File: src/rtl/srr_pkg.sv
package srr_pkg;

  // Which bank a decoded row belongs to.
  typedef enum logic [1:0] {
    BANK_BOT  = 2'd0,
    BANK_TOP  = 2'd1,
    BANK_NONE = 2'd2
  } bank_e;

endpackage

File: src/rtl/srr_bank_decode.sv
module srr_bank_decode
  import srr_pkg::*;
#(
  parameter int ROW_W    = 10,
  parameter int BOT_ROWS = 512,
  parameter int TOP_ROWS = 2
) (
  input  logic [ROW_W-1:0] row,
  output bank_e            bank
);

  localparam int TOP_END = BOT_ROWS + TOP_ROWS;

  always_comb begin
    if (32'(row) < BOT_ROWS) begin
      bank = BANK_BOT;
    end else if (32'(row) < TOP_END) begin
      bank = BANK_TOP;
    end else begin
      bank = BANK_NONE;
    end
  end

endmodule

File: src/rtl/srr_spare_cmp.sv
module srr_spare_cmp #(
  parameter int KEY_W = 9
) (
  input  logic             en,
  input  logic             bank_ok,
  input  logic [KEY_W-1:0] prog,
  input  logic [KEY_W-1:0] key,
  output logic             match
);

  always_comb begin
    match = en && bank_ok && (prog == key);
  end

endmodule

File: src/rtl/srr_pri_pick.sv
module srr_pri_pick #(
  parameter int N = 4,
  localparam int IDX_W = (N > 1) ? $clog2(N) : 1
) (
  input  logic [N-1:0]     hits,
  output logic             any,
  output logic [IDX_W-1:0] idx
);

  // Lowest set bit wins: scan from the top down so lower indices overwrite.
  always_comb begin
    idx = '0;
    for (int i = N - 1; i >= 0; i--) begin
      if (hits[i]) begin
        idx = IDX_W'(i);
      end
    end
    any = |hits;
  end

endmodule

File: src/rtl/spare_row_remap.sv
module spare_row_remap
  import srr_pkg::*;
#(
  parameter int ADDR_W   = 14,
  parameter int COL_W    = 4,
  parameter int BOT_ROWS = 512,
  parameter int TOP_ROWS = 2,
  parameter int N_BOT    = 2,
  parameter int N_TOP    = 2,
  localparam int ROW_W   = ADDR_W - COL_W,
  localparam int BOT_AW  = $clog2(BOT_ROWS),
  localparam int TOP_AW  = (TOP_ROWS > 1) ? $clog2(TOP_ROWS) : 1,
  localparam int N_SP    = N_BOT + N_TOP,
  localparam int IDX_W   = (N_SP > 1) ? $clog2(N_SP) : 1
) (
  input  logic                    clk,
  input  logic                    rst_n,
  input  logic                    req_vld,
  input  logic [ADDR_W-1:0]       addr,
  input  logic [N_BOT-1:0]        bot_en,
  input  logic [N_BOT*BOT_AW-1:0] bot_row,
  input  logic [N_TOP-1:0]        top_en,
  input  logic [N_TOP*TOP_AW-1:0] top_sel,
  output logic                    rsp_vld,
  output logic                    spare_hit,
  output logic [IDX_W-1:0]        spare_idx,
  output logic                    main_wl_off,
  output logic [ROW_W-1:0]        row_q
);

  // ---------------------------------------------------------------
  // Reset: asserted asynchronously, released on a clock edge.
  // ---------------------------------------------------------------
  logic [1:0] rst_pipe;
  logic       rst_q_n;

  always_ff @(posedge clk or negedge rst_n) begin
    if (!rst_n) begin
      rst_pipe <= 2'b00;
    end else begin
      rst_pipe <= {rst_pipe[0], 1'b1};
    end
  end

  assign rst_q_n = rst_pipe[1];

  // ---------------------------------------------------------------
  // Row extraction and bank decode
  // ---------------------------------------------------------------
  logic [ROW_W-1:0] row_in;
  logic [ROW_W-1:0] top_off;
  logic             unused_col;
  bank_e            bank;
  logic             in_bot;
  logic             in_top;

  assign row_in     = addr[ADDR_W-1:COL_W];
  assign unused_col = ^addr[COL_W-1:0];
  assign top_off    = row_in - ROW_W'(BOT_ROWS);

  srr_bank_decode #(
    .ROW_W   (ROW_W),
    .BOT_ROWS(BOT_ROWS),
    .TOP_ROWS(TOP_ROWS)
  ) u_bank (
    .row (row_in),
    .bank(bank)
  );

  assign in_bot = (bank == BANK_BOT);
  assign in_top = (bank == BANK_TOP);

  // ---------------------------------------------------------------
  // One comparator per spare; lower bank first, then upper bank
  // ---------------------------------------------------------------
  logic [N_SP-1:0] hits;

  for (genvar g = 0; g < N_BOT; g++) begin : g_bot
    srr_spare_cmp #(.KEY_W(BOT_AW)) u_cmp (
      .en     (bot_en[g]),
      .bank_ok(in_bot),
      .prog   (bot_row[g*BOT_AW +: BOT_AW]),
      .key    (row_in[BOT_AW-1:0]),
      .match  (hits[g])
    );
  end

  for (genvar g = 0; g < N_TOP; g++) begin : g_top
    srr_spare_cmp #(.KEY_W(TOP_AW)) u_cmp (
      .en     (top_en[g]),
      .bank_ok(in_top),
      .prog   (top_sel[g*TOP_AW +: TOP_AW]),
      .key    (top_off[TOP_AW-1:0]),
      .match  (hits[N_BOT+g])
    );
  end

  logic             any_hit;
  logic [IDX_W-1:0] win_idx;

  srr_pri_pick #(.N(N_SP)) u_pick (
    .hits(hits),
    .any (any_hit),
    .idx (win_idx)
  );

  // ---------------------------------------------------------------
  // Next state
  // ---------------------------------------------------------------
  logic             vld_d;
  logic             hit_d;
  logic             wl_d;
  logic [IDX_W-1:0] idx_d;
  logic [ROW_W-1:0] row_d;

  always_comb begin
    vld_d = req_vld;
    hit_d = spare_hit;
    wl_d  = main_wl_off;
    idx_d = spare_idx;
    row_d = row_q;
    if (req_vld) begin
      hit_d = any_hit;
      wl_d  = any_hit;
      idx_d = win_idx;
      row_d = row_in;
    end
  end

  // ---------------------------------------------------------------
  // Registers
  // ---------------------------------------------------------------
  always_ff @(posedge clk or negedge rst_q_n) begin
    if (!rst_q_n) begin
      rsp_vld <= 1'b0;
    end else begin
      rsp_vld <= vld_d;
    end
  end

  always_ff @(posedge clk or negedge rst_q_n) begin
    if (!rst_q_n) begin
      spare_hit   <= 1'b0;
      main_wl_off <= 1'b0;
      spare_idx   <= '0;
      row_q       <= '0;
    end else begin
      spare_hit   <= hit_d;
      main_wl_off <= wl_d;
      spare_idx   <= idx_d;
      row_q       <= row_d;
    end
  end

endmodule

File: config.mk
export PLATFORM = sky130hd
export DESIGN_NAME = spare_row_remap
export DESIGN_NICKNAME = d
export VERILOG_FILES = /design/src/rtl/srr_pkg.sv /design/src/rtl/srr_bank_decode.sv /design/src/rtl/srr_spare_cmp.sv /design/src/rtl/srr_pri_pick.sv /design/src/rtl/spare_row_remap.sv
export SDC_FILE = /design/constraint.sdc
export NUM_CORES = 1
export LEC_CHECK = 0
export ABC_AREA = 1
export BUFFER_PORTS_ARGS = -buffer_cell sky130_fd_sc_hd__buf_2
export CAP_MARGIN = 30
export CORE_MARGIN = 1.5
export CORE_UTILIZATION = 48
export DETAILED_ROUTE_END_ITERATION = 10
export PLACE_DENSITY = 0.85
export SYNTH_ARGS = -nofsm -noshare
export SYNTH_HDL_FRONTEND = slang
export SYNTH_HIERARCHICAL = 1
export SYNTH_SLANG_ARGS = --single-unit
File: constraint.sdc
create_clock -name clk -period 1.4 [get_ports clk]
set_input_delay 0.28 -clock clk [delete_from_list [all_inputs] [get_ports clk]]
set_output_delay 0.28 -clock clk [all_outputs]
set_load 0.01 [all_outputs]
==> metrics.txt <==
status complete, no violations; Clock Latency Late Sink between 0.2 and 0.3 ns; WP data required roughly 1.6 ns; design area about 1600 um^2; initial antenna violation count 0; Synth Warn # 6; CTS Sinks 16; final worst path period need roughly 1.3 ns; HPWL Detailed ~2000 um; first-pass GRT wire length 4070 um; Synth Register Bits 16; area of the multi-input gates between 500 and 600 um^2; worst-path maximum fanout 2; Ports 56; Worst slew margin approximately 64%; Reg clk slew, reported paths ~0.090 ns; Period Utilization, post-route approximately 95%; DRC marker count from the first detailed-route iteration 25; Layout Skew 0.000469 ns; CP startpoint kind input port; GPL Wtd Cong 0.788; CORE AREA ~2200 um^2; clock root buffer clkbuf_4; worst-margin pin slew between 0.5 and 0.6 ns; placed cell areas 1450 um^2; average size of a mapped cell around 5.8 um^2; TritonCTS Buffers 3; DRC Markers 0; setup TNS 0 ns; Mapped Area 1110 um^2; via/cell ratio between 4 and 5; H-tree depth 1; vias roughly 1,200; share of cells above drive strength 1 about a third; fin util between 70% and 80%; maximum clock rate about 750 MHz; Synth area leader dfrtp_1; vias in the first global route between 1,000 and 1,500; CTS tree yes; First-pass DRT Iterations 4; RSZ-0062 raised after global routing yes; most frequent cells in the layout 87 x nand2_1, 45 x buf_2, 36 x inv_1; register area share after synthesis a little over a third; Cell variety after synth 14; Antenna Violating Nets Remaining 0; final setup vio count 0; max_cap viols 0; GRT Resource Usage Total ~21%; CTS Buffer Depth 2; cell leakage power ~1.0 nW; final-stage net count roughly 300; # port buffers 51; min-delay worst type reg2async; reg2reg path depth 2; n_diodes 0; Die Y ~51 um; pins over their slew limit 0; GRT overflow 0; drt wl/cell a little over 9 um; crit path kind in2reg; worst vdd ir 0.498 mV; crit path DAT approximately 1.5 ns; largest net degree at the start of global routing 16; DIE AREA about 2600 um^2; Area Overhead vs Synth 41.5%; Power Density approximately 690 nW/um^2; Critical Path Sink Type flip-flop; Post-Synthesis Cells between 150 and 200; Synth top area share 36.2%; Reg area ~400 um^2; Rows 17; routed wire length about 2600 um; post-synthesis net count between 200 and 250; layout filler cell count ~210; die width roughly 50 um; Synth area leaders dfrtp_1 36%, nand2_1 30%, inv_1 12%; Final Hold Violating Endpoints 0; initial core utilization 50.5%; commonest non-fill, non-tap cell in the layout nand2_1
[sequential cells by signal (all words and copies together) (netlist names)]
signal,cells
main_wl_off,1
row_q,10
rsp_vld,1
rst_pipe,2
spare_idx,2
[layer usage]
metal  GRT usage, %  wire length (um)  share of wire (%)  vias up
li1               -                 -                  -      668
met2           35.9              1240                 48       43
met3           2.05               138                5.3        4
met4           9.46                39                1.5        0
met5              0                 0                  0        -
met1           25.9              1170                 45      496
[final timing paths]
check | endpoint | start | slack, ns
setup / recovery | spare_idx[1] | addr[6] | 0.07
hold / removal | row_q[6] | rst_pipe[1] | 0.22
setup reg to reg | spare_idx[1] | spare_idx[1] | 0.76
hold reg to reg | row_q[6] | rst_pipe[1] | 0.22
max in group asynchronous | row_q[9] | rst_pipe[1] | 0.82
min in group clk | row_q[9] | addr[13] | 0.23
[layout make-up]
type                       count  share of cell area, %
inverter                      39                   9.35
multi-input combinational    132                   36.2
timing repair buffer          62                   24.4
tap                           28                   2.24
sequential                    16                   25.6
clock buffer                   4                   2.32
[metrics by stage]
stage	hold slack (ns)	setup slack (ns)	total power (W)	instances
floorplan	-0.0156	0.00894	0.000645	190
global placement	0.0646	-0.223	0.000771	276
detailed placement	0.0664	-0.260	0.000776	276
CTS	0.228	0.0137	0.00107	281
global route	0.249	-0.0748	0.00115	281
finish	0.225	0.0701	0.00109	281
[cells in the mapped netlist]
library cell and n:
buf_6 1, conb_1 1, nor3_2 1, nand2_1 89, nand3_1 4, nor2_1 26
inv_2 3, dfrtp_1 16, nor2_2 4, o21ai_1 4, inv_1 36, nand4_1 1
a21oi_2 2, buf_4 2
[power breakdown]
part	switching [W]	internal (W)	leakage, nW
Sequential	0.0000197	0.000492	0.199
Combinational	0.000147	0.000132	0.791
Clock	0.000137	0.000158	0.0210
[critical path, cell delays in order]
cell and delay [ns]:
buf_8 0.10, nor2_4 0.10, nand2_2 0.07, nor2_1 0.10, nor2_1 0.07, nor2_1 0.14
nand3_1 0.08, nor2_1 0.12, nand2_1 0.08, nor2_2 0.09, inv_1 0.05, nand2_1 0.08
a21oi_2 0.03, nand2_1 0.06, nand2_1 0.05
[kinds of logic after synthesis]
family | after synthesis | synth area share, %
and+or+nand+nor | 125 | 44.5
buffers and inverters | 42 | 15.6
DFF | 16 | 36.2
AOI/OAI and AO/OA | 6 | 3.39
other | 1 | 0.339
[repair_timing]
action	in CTS	in global routing
buffers inserted	0	0
endpoints found under the setup margin	0	3
hold buffers	1	0
gates resized for setup	0	19
hold endpoints to repair	2	0
Power figures use the tool's default switching activity.
